`config.mk`:
```
export PLATFORM = sky130hd
export DESIGN_NAME = i2c_pin_recovery_mux
export DESIGN_NICKNAME = d
export VERILOG_FILES = /design/src/rtl/i2c_pinmux_pkg.sv /design/src/rtl/pinmux_regs.sv /design/src/rtl/pinmux_sync.sv /design/src/rtl/pinmux_pad.sv /design/src/rtl/i2c_pin_recovery_mux.sv
export SDC_FILE = /design/constraint.sdc
export NUM_CORES = 1
export LEC_CHECK = 0
export BUFFER_PORTS_ARGS = -buffer_cell sky130_fd_sc_hd__buf_2
export CELL_PAD_IN_SITES_DETAIL_PLACEMENT = 1
export CELL_PAD_IN_SITES_GLOBAL_PLACEMENT = 1
export CORE_MARGIN = 5
export CORE_UTILIZATION = 24
export CTS_CLUSTER_SIZE = 14
export DETAILED_ROUTE_END_ITERATION = 12
export PLACE_DENSITY = 0.73
export SYNTH_ARGS = -nofsm -noshare
export SYNTH_HDL_FRONTEND = slang
export SYNTH_SLANG_ARGS = --single-unit
export TNS_END_PERCENT = 1
```
`constraint.sdc`:
```
create_clock -name clk -period 2.4 [get_ports clk]
set_input_delay 0 -clock clk [delete_from_list [all_inputs] [get_ports clk]]
set_output_delay 0 -clock clk [all_outputs]
set_load 0.01 [all_outputs]
```
`src/rtl/i2c_pinmux_pkg.sv`:
```
package i2c_pinmux_pkg;
  localparam int NPINS   = 2;
  localparam int PIN_SCL = 0;
  localparam int PIN_SDA = 1;

  localparam int ADR_MODE  = 0;
  localparam int ADR_DIR   = 1;
  localparam int ADR_LEVEL = 2;
  localparam int ADR_SET   = 3;
  localparam int ADR_CLR   = 4;

  typedef logic [NPINS-1:0] pinvec_t;

  // New latch value after a release mask and a pull mask
  function automatic pinvec_t latch_next(pinvec_t cur, pinvec_t rel, pinvec_t pull);
    return (cur | rel) & ~pull;
  endfunction

  // Open-drain pull-down for one pin
  function automatic logic pin_pull(logic sw_mode, logic drive_en, logic lat, logic eng);
    if (!sw_mode) return eng;
    return drive_en & ~lat;
  endfunction
endpackage

```
`src/rtl/pinmux_regs.sv`:
```
module pinmux_regs
  import i2c_pinmux_pkg::*;
#(
  parameter int ADDR_W = 3,
  parameter int DATA_W = 8
) (
  input  logic              clk,
  input  logic              rst_n,
  input  logic              reg_wr,
  input  logic [ADDR_W-1:0] reg_addr,
  input  logic [DATA_W-1:0] reg_wdata,
  output logic              sw_mode,
  output pinvec_t           drive_en,
  output pinvec_t           out_lat,
  output logic              wr_rel_hit,
  output logic              wr_pull_hit
);
  logic wr_mode_hit, wr_dir_hit;
  pinvec_t mask;

  assign mask        = reg_wdata[NPINS-1:0];
  assign wr_mode_hit = reg_wr && (reg_addr == ADDR_W'(ADR_MODE));
  assign wr_dir_hit  = reg_wr && (reg_addr == ADDR_W'(ADR_DIR));
  assign wr_rel_hit  = reg_wr && (reg_addr == ADDR_W'(ADR_SET));
  assign wr_pull_hit = reg_wr && (reg_addr == ADDR_W'(ADR_CLR));

  always_ff @(posedge clk or negedge rst_n) begin
    if (!rst_n) begin
      sw_mode  <= 1'b0;
      drive_en <= '0;
      out_lat  <= '1;
    end else begin
      if (wr_mode_hit) sw_mode <= reg_wdata[0];
      if (wr_dir_hit)  drive_en <= mask;
      if (wr_rel_hit)  out_lat <= latch_next(out_lat, mask, '0);
      if (wr_pull_hit) out_lat <= latch_next(out_lat, '0, mask);
    end
  end
endmodule

```
`src/rtl/pinmux_sync.sv`:
```
module pinmux_sync
  import i2c_pinmux_pkg::*;
#(
  parameter int STAGES = 2
) (
  input  logic    clk,
  input  logic    rst_n,
  input  pinvec_t raw,
  output pinvec_t synced
);
  pinvec_t st [STAGES];

  always_ff @(posedge clk or negedge rst_n) begin
    if (!rst_n) begin
      for (int i = 0; i < STAGES; i++) st[i] <= '1;
    end else begin
      st[0] <= raw;
      for (int i = 1; i < STAGES; i++) st[i] <= st[i-1];
    end
  end

  assign synced = st[STAGES-1];
endmodule

```
`src/rtl/pinmux_pad.sv`:
```
module pinmux_pad
  import i2c_pinmux_pkg::*;
(
  input  logic    sw_mode,
  input  pinvec_t drive_en,
  input  pinvec_t out_lat,
  input  pinvec_t eng_pull,
  output pinvec_t pad_pull
);
  for (genvar p = 0; p < NPINS; p++) begin : g_pin
    assign pad_pull[p] = pin_pull(sw_mode, drive_en[p], out_lat[p], eng_pull[p]);
  end
endmodule

```
`src/rtl/i2c_pin_recovery_mux.sv`:
```
module i2c_pin_recovery_mux
  import i2c_pinmux_pkg::*;
#(
  parameter int ADDR_W      = 3,
  parameter int DATA_W      = 8,
  parameter int SYNC_STAGES = 2
) (
  input  logic              clk,
  input  logic              rst_n,
  input  logic              reg_wr,
  input  logic [ADDR_W-1:0] reg_addr,
  input  logic [DATA_W-1:0] reg_wdata,
  output logic [DATA_W-1:0] reg_rdata,
  input  logic [1:0]        eng_pull_low,
  output logic [1:0]        eng_pin_in,
  input  logic [1:0]        pad_in,
  output logic [1:0]        pad_pull_low
);
  localparam int PAD_W = DATA_W - NPINS;

  logic    sw_mode;
  pinvec_t drive_en, out_lat, lvl_sync;
  logic    wr_rel_hit, wr_pull_hit;

  pinmux_regs #(.ADDR_W(ADDR_W), .DATA_W(DATA_W)) u_regs (
    .clk(clk), .rst_n(rst_n), .reg_wr(reg_wr), .reg_addr(reg_addr),
    .reg_wdata(reg_wdata), .sw_mode(sw_mode), .drive_en(drive_en),
    .out_lat(out_lat), .wr_rel_hit(wr_rel_hit), .wr_pull_hit(wr_pull_hit)
  );

  pinmux_sync #(.STAGES(SYNC_STAGES)) u_sync (
    .clk(clk), .rst_n(rst_n), .raw(pad_in), .synced(lvl_sync)
  );

  pinmux_pad u_pad (
    .sw_mode(sw_mode), .drive_en(drive_en), .out_lat(out_lat),
    .eng_pull(eng_pull_low), .pad_pull(pad_pull_low)
  );

  assign eng_pin_in = pad_in;

  always_comb begin
    reg_rdata = '0;
    case (reg_addr)
      ADDR_W'(ADR_MODE):  reg_rdata = {{(DATA_W-1){1'b0}}, sw_mode};
      ADDR_W'(ADR_DIR):   reg_rdata = {{PAD_W{1'b0}}, drive_en};
      ADDR_W'(ADR_LEVEL): reg_rdata = {{PAD_W{1'b0}}, lvl_sync};
      ADDR_W'(ADR_SET),
      ADDR_W'(ADR_CLR):   reg_rdata = {{PAD_W{1'b0}}, out_lat};
      default:            reg_rdata = '0;
    endcase
  end
endmodule

```
After elaboration in Yosys (flattened, before gate mapping). Index checks and enable logic that the tools add are counted.

Output and inout bits: 12. Input bits: 18. Logic and storage cells: 28. Bits in registers: 9.

Mux-type cells: 5. Equality and inequality tests: 4. Bitwise logic cells: 7. Reductions and logical operators: 7.

Operators with widths (number): $pmux 2 s4 (1); $eq 3x2->1 const B (2); $logic_and 1x1->1 (4); $mux 2 (2); $eq 3x1->1 const B (1); $eq 3x3->1 const B (1); $logic_not 3->1 (1); $and 1x1->1 (2); $and 2x2->2 (1); $mux 1 (2); $not 1->1 (2); $not 2->2 (1); $or 2x2->2 (1); $reduce_bool 2->1 (1); $reduce_or 2->1 (1).

Logic depth before layout (Yosys ltp).
Word-level depth: 4. Depth in mapped cells: 4. Mapped depth without buffers: 3.

By module. A second synthesis with hierarchy kept.

Cell total of the unflattened synthesis: 52. Area, all modules: 570.5 µm².

Modules (own cells, without submodules): pinmux_regs (seq. area each 127.6 µm², area an instance 265.3 µm², cells an instance 22, instances 1); i2c_pin_recovery_mux (seq. area each 0.0 µm², area an instance 152.6 µm², cells an instance 18, instances 1); pinmux_sync (seq. area each 105.1 µm², area an instance 120.1 µm², cells an instance 6, instances 1); pinmux_pad (seq. area each 0.0 µm², area an instance 32.5 µm², cells an instance 6, instances 1).

Worst setup path before layout. Ideal clock, no wire load.

Path kind: flip-flop to output port. Start point: reg u_sync.st, in the netlist u_sync.synced[0]. End point: out reg_rdata[0]. Cell stages (with the launch flop): 4. Arrival time: 949 ps. Path buffers: 0. Required time: 2400 ps. Setup slack: 1451 ps. Cell sequence: dfstp_2 -> mux2i_1 -> or3_1 -> nand3_1.

Cells in the longest elaborated chain, start to end: 1.

Ends and longest elaborated chain: start, declared (line pinmux_sync.sv:11) `pinvec_t st [STAGES];`; $pmux 2 s4 (line i2c_pin_recovery_mux.sv:44) `case (reg_addr)`; end, declared (line i2c_pin_recovery_mux.sv:13) `output logic [DATA_W-1:0] reg_rdata,`.

No other way between the ends.

Worst setup path after layout. Same ends and word-level chain as after synthesis.

==> results.cfg <==
[outcome]
status = completed

[yosys]
avgSynthCellArea_um2 = 10.68
synth_top_family_by_area = simple AND/OR/NAND/NOR gates
synth_cells = 54
synthAdderAreaFrac_pct = 0
yosys_register_bits = 9
ys_types = 25
yosysTopAreaCell = dfstp_2
synth_edf_count = 0
yosys-top-cells-count = buf_4 (8), dfstp_2 (6), o21ai_0 (4)
synth-seq-area-share_pct = 40.35
synth_mux_area_share_pct = 10.85
synth_area_um2 = 576.8
synthXorXnorAreaFrac_pct = 0
yosysMostFrequentCell = buf_4
synth_ff_type = dfstp_2
synthTopCellsByArea = dfstp_2 (27%), dfrtp_1 (13%), buf_4 (10%), buf_6 (5.9%), mux2_4 (5.2%)
yosys.area_share.simple_pct = 20.17
synth_top_area_share_pct = 27.33
yosysWarnings = 0
synthArstFlopShare_pct = 100.0
synth_compound_area_share_pct = 10.41

[critical_path]
cp_max_fo = 1
reg2reg_depth = 1
r2r_setup_slack_ns = 1.56
critPathLaunchType = flip-flop
cp-end-kind = output pin
worst_ep_arrival_time_ns = 1.32
path_cells = mux2i_1, or3_1, nand3_1, buf_2
cpPeakStageDelay_ns = 0.52
worstReg2RegEnd = u_regs.sw_mode
critPathKind = reg -> out
worstPathRequired_ns = 2.40
cp_slowest_cell = dfstp_2
r2r_start = u_regs.sw_mode

[place]
hpwl_um = 974.7
dpl-instance-area_um2 = 621.8
placed_cells = 93
pre_cts_slack_ns = 1.338
io_buffers = 17
place_congestion = 0.7996

[clocking]
path_clk_slew_ns = 0.06
clockRootBuffer = clkbuf_4
cts-htree-levels = 1
cts_tree = yes
cts_inserted_buffers = 3
cts_setup_buffers = 0
clock_sinks = 9
ctsLongestPathBuffers = 2
insertion_delay_ns = 0.25

[timing]
worst_slack_ns = 1.077
fin_crit_sh_pct = 55.14
period_needed_ns = 1.323
max_freq_mhz = 755.6
setup_viol = 0
final-hold-violation-count = 0
whs_ns = 0.01992
finClkSkew_ns = 0.0004333
tns_ns = 0
finalMaxSlewViolations = 0
rsz0062_at_grt = no

[global_routing]
grt_pass1_vias = 506
grt_usage_pct = 8.367
grt_start_max_net_pins = 12
antenna_found_initial = 0
grt_pass1_wl_mm = 2.208
overflow = 0

[drt]
post_drt_wl_per_cell_um = 12.01
drt-vias-per-instance = 4.460
routed_wl_mm = 1.201
first_iter_violations = 1
vias = 446
dr.pass1.iters = 2
post-route-drc-count = 0
ant_nets = 0

[floorplanning]
die-area_um2 = 3484
core_area_um2 = 2255
rows = 17
ios = 30
die_x_um = 59.03
initial_utilization_pct = 25.58
dieHeight_um = 59.03

[final_layout]
stdcell_area_um2 = 678.2
final_core_util_pct = 30.08
nets = 91
drive_above_1_share_pct = 44.44
fin_cells = 100
diodes = 0
num-fill-cells = 278
syn_to_final_growth_pct = 17.57

[hold_path]
hold_end = u_regs.drive_en[1]
holdCritPathClass = in -> reg
holdCritStartpoint = reg_wdata[1]
holdPathStages = 2

[flow_run]
max-cap-violations = 0

[pwr]
p_total_mw = 0.3832
power_density_nw_per_um2 = 565.1
p_leak_nw = 0.3148
peakVddDrop_mv = 0.2275
-- placed cells by master, fill, tap and decap left out, types with 2 or more instances in the layout --
master / count
o31ai_1: 2
clkbuf_4: 3
nand3b_1: 3
nand3_1: 3
buf_2: 17
nand2_1: 3
o21ai_0: 4
conb_1: 6
a21oi_1: 2
dlygate4sd3_1: 3
dfrtp_1: 3
inv_1: 2
mux2_4: 2
dfstp_2: 6
-- how the worst max path moves through the flow --
stage / start / endpoint / slack, ns
2_1_floorplan: u_sync.synced[0] / reg_rdata[0] / 1.45
3_3_place_gp: u_sync.synced[0] / reg_rdata[0] / 1.34
3_5_place_dp: u_sync.synced[0] / reg_rdata[0] / 1.34
4_1_cts: u_sync.synced[0] / reg_rdata[0] / 1.05
5_1_grt: u_sync.synced[0] / reg_rdata[0] / 0.98
6_report: u_sync.synced[0] / reg_rdata[0] / 1.08
-- area by class of cell --
class / instances / area, um^2 / share of cell area [%]
Clock buffer: 4 / 26.28 / 3.875
Inverter: 2 / 7.507 / 1.107
Multi-Input combinational cell: 37 / 261.5 / 38.56
Sequential cell: 9 / 232.7 / 34.32
Tap cell: 28 / 35.03 / 5.166
Timing Repair Buffer: 20 / 115.1 / 16.97
-- timing repair --
action | in CTS | in global routing
hold buffers | 3 | 0
endpoints found under the hold margin | 11 | 0
resized for setup | 0 | 0
-- logic make-up (layout without fill, tap and decap cells) --
group / count (synthesis) / after routing
muxes: 5 / 5
AOI/OAI and AO/OA: 10 / 10
other: 1 / 6
DFF: 9 / 9
and+or+nand+nor: 16 / 16
buffers and inverters: 13 / 26
-- routing by layer --
metal / vias up / GRT usage [%] / share of wire (%) / routed length, um
met2: 17 / 14.51 / 51 / 613
met1: 215 / 9.367 / 40 / 481
met4: 0 / 4.854 / 2.4 / 29
li1: 211 / - / - / -
met5: - / 0 / 0 / 0
met3: 3 / 1.743 / 6.4 / 77
-- where the power goes --
part           switching (mW)  total (mW)  internal [mW]
Sequential             0.0148       0.187          0.172
Combinational          0.0414      0.0840         0.0427
Clock                  0.0487       0.113         0.0638
Total                   0.105       0.383          0.278
-- worst max-delay path: cells and delay by family, from the launching register on --
kind	cells	cell delay, ns
flip-flops	1	0.52
buffers and inverters	1	0.13
multiplexers	1	0.05
AND/OR/NAND/NOR	2	0.37
Note: power is estimated with default switching activity, not from simulation.
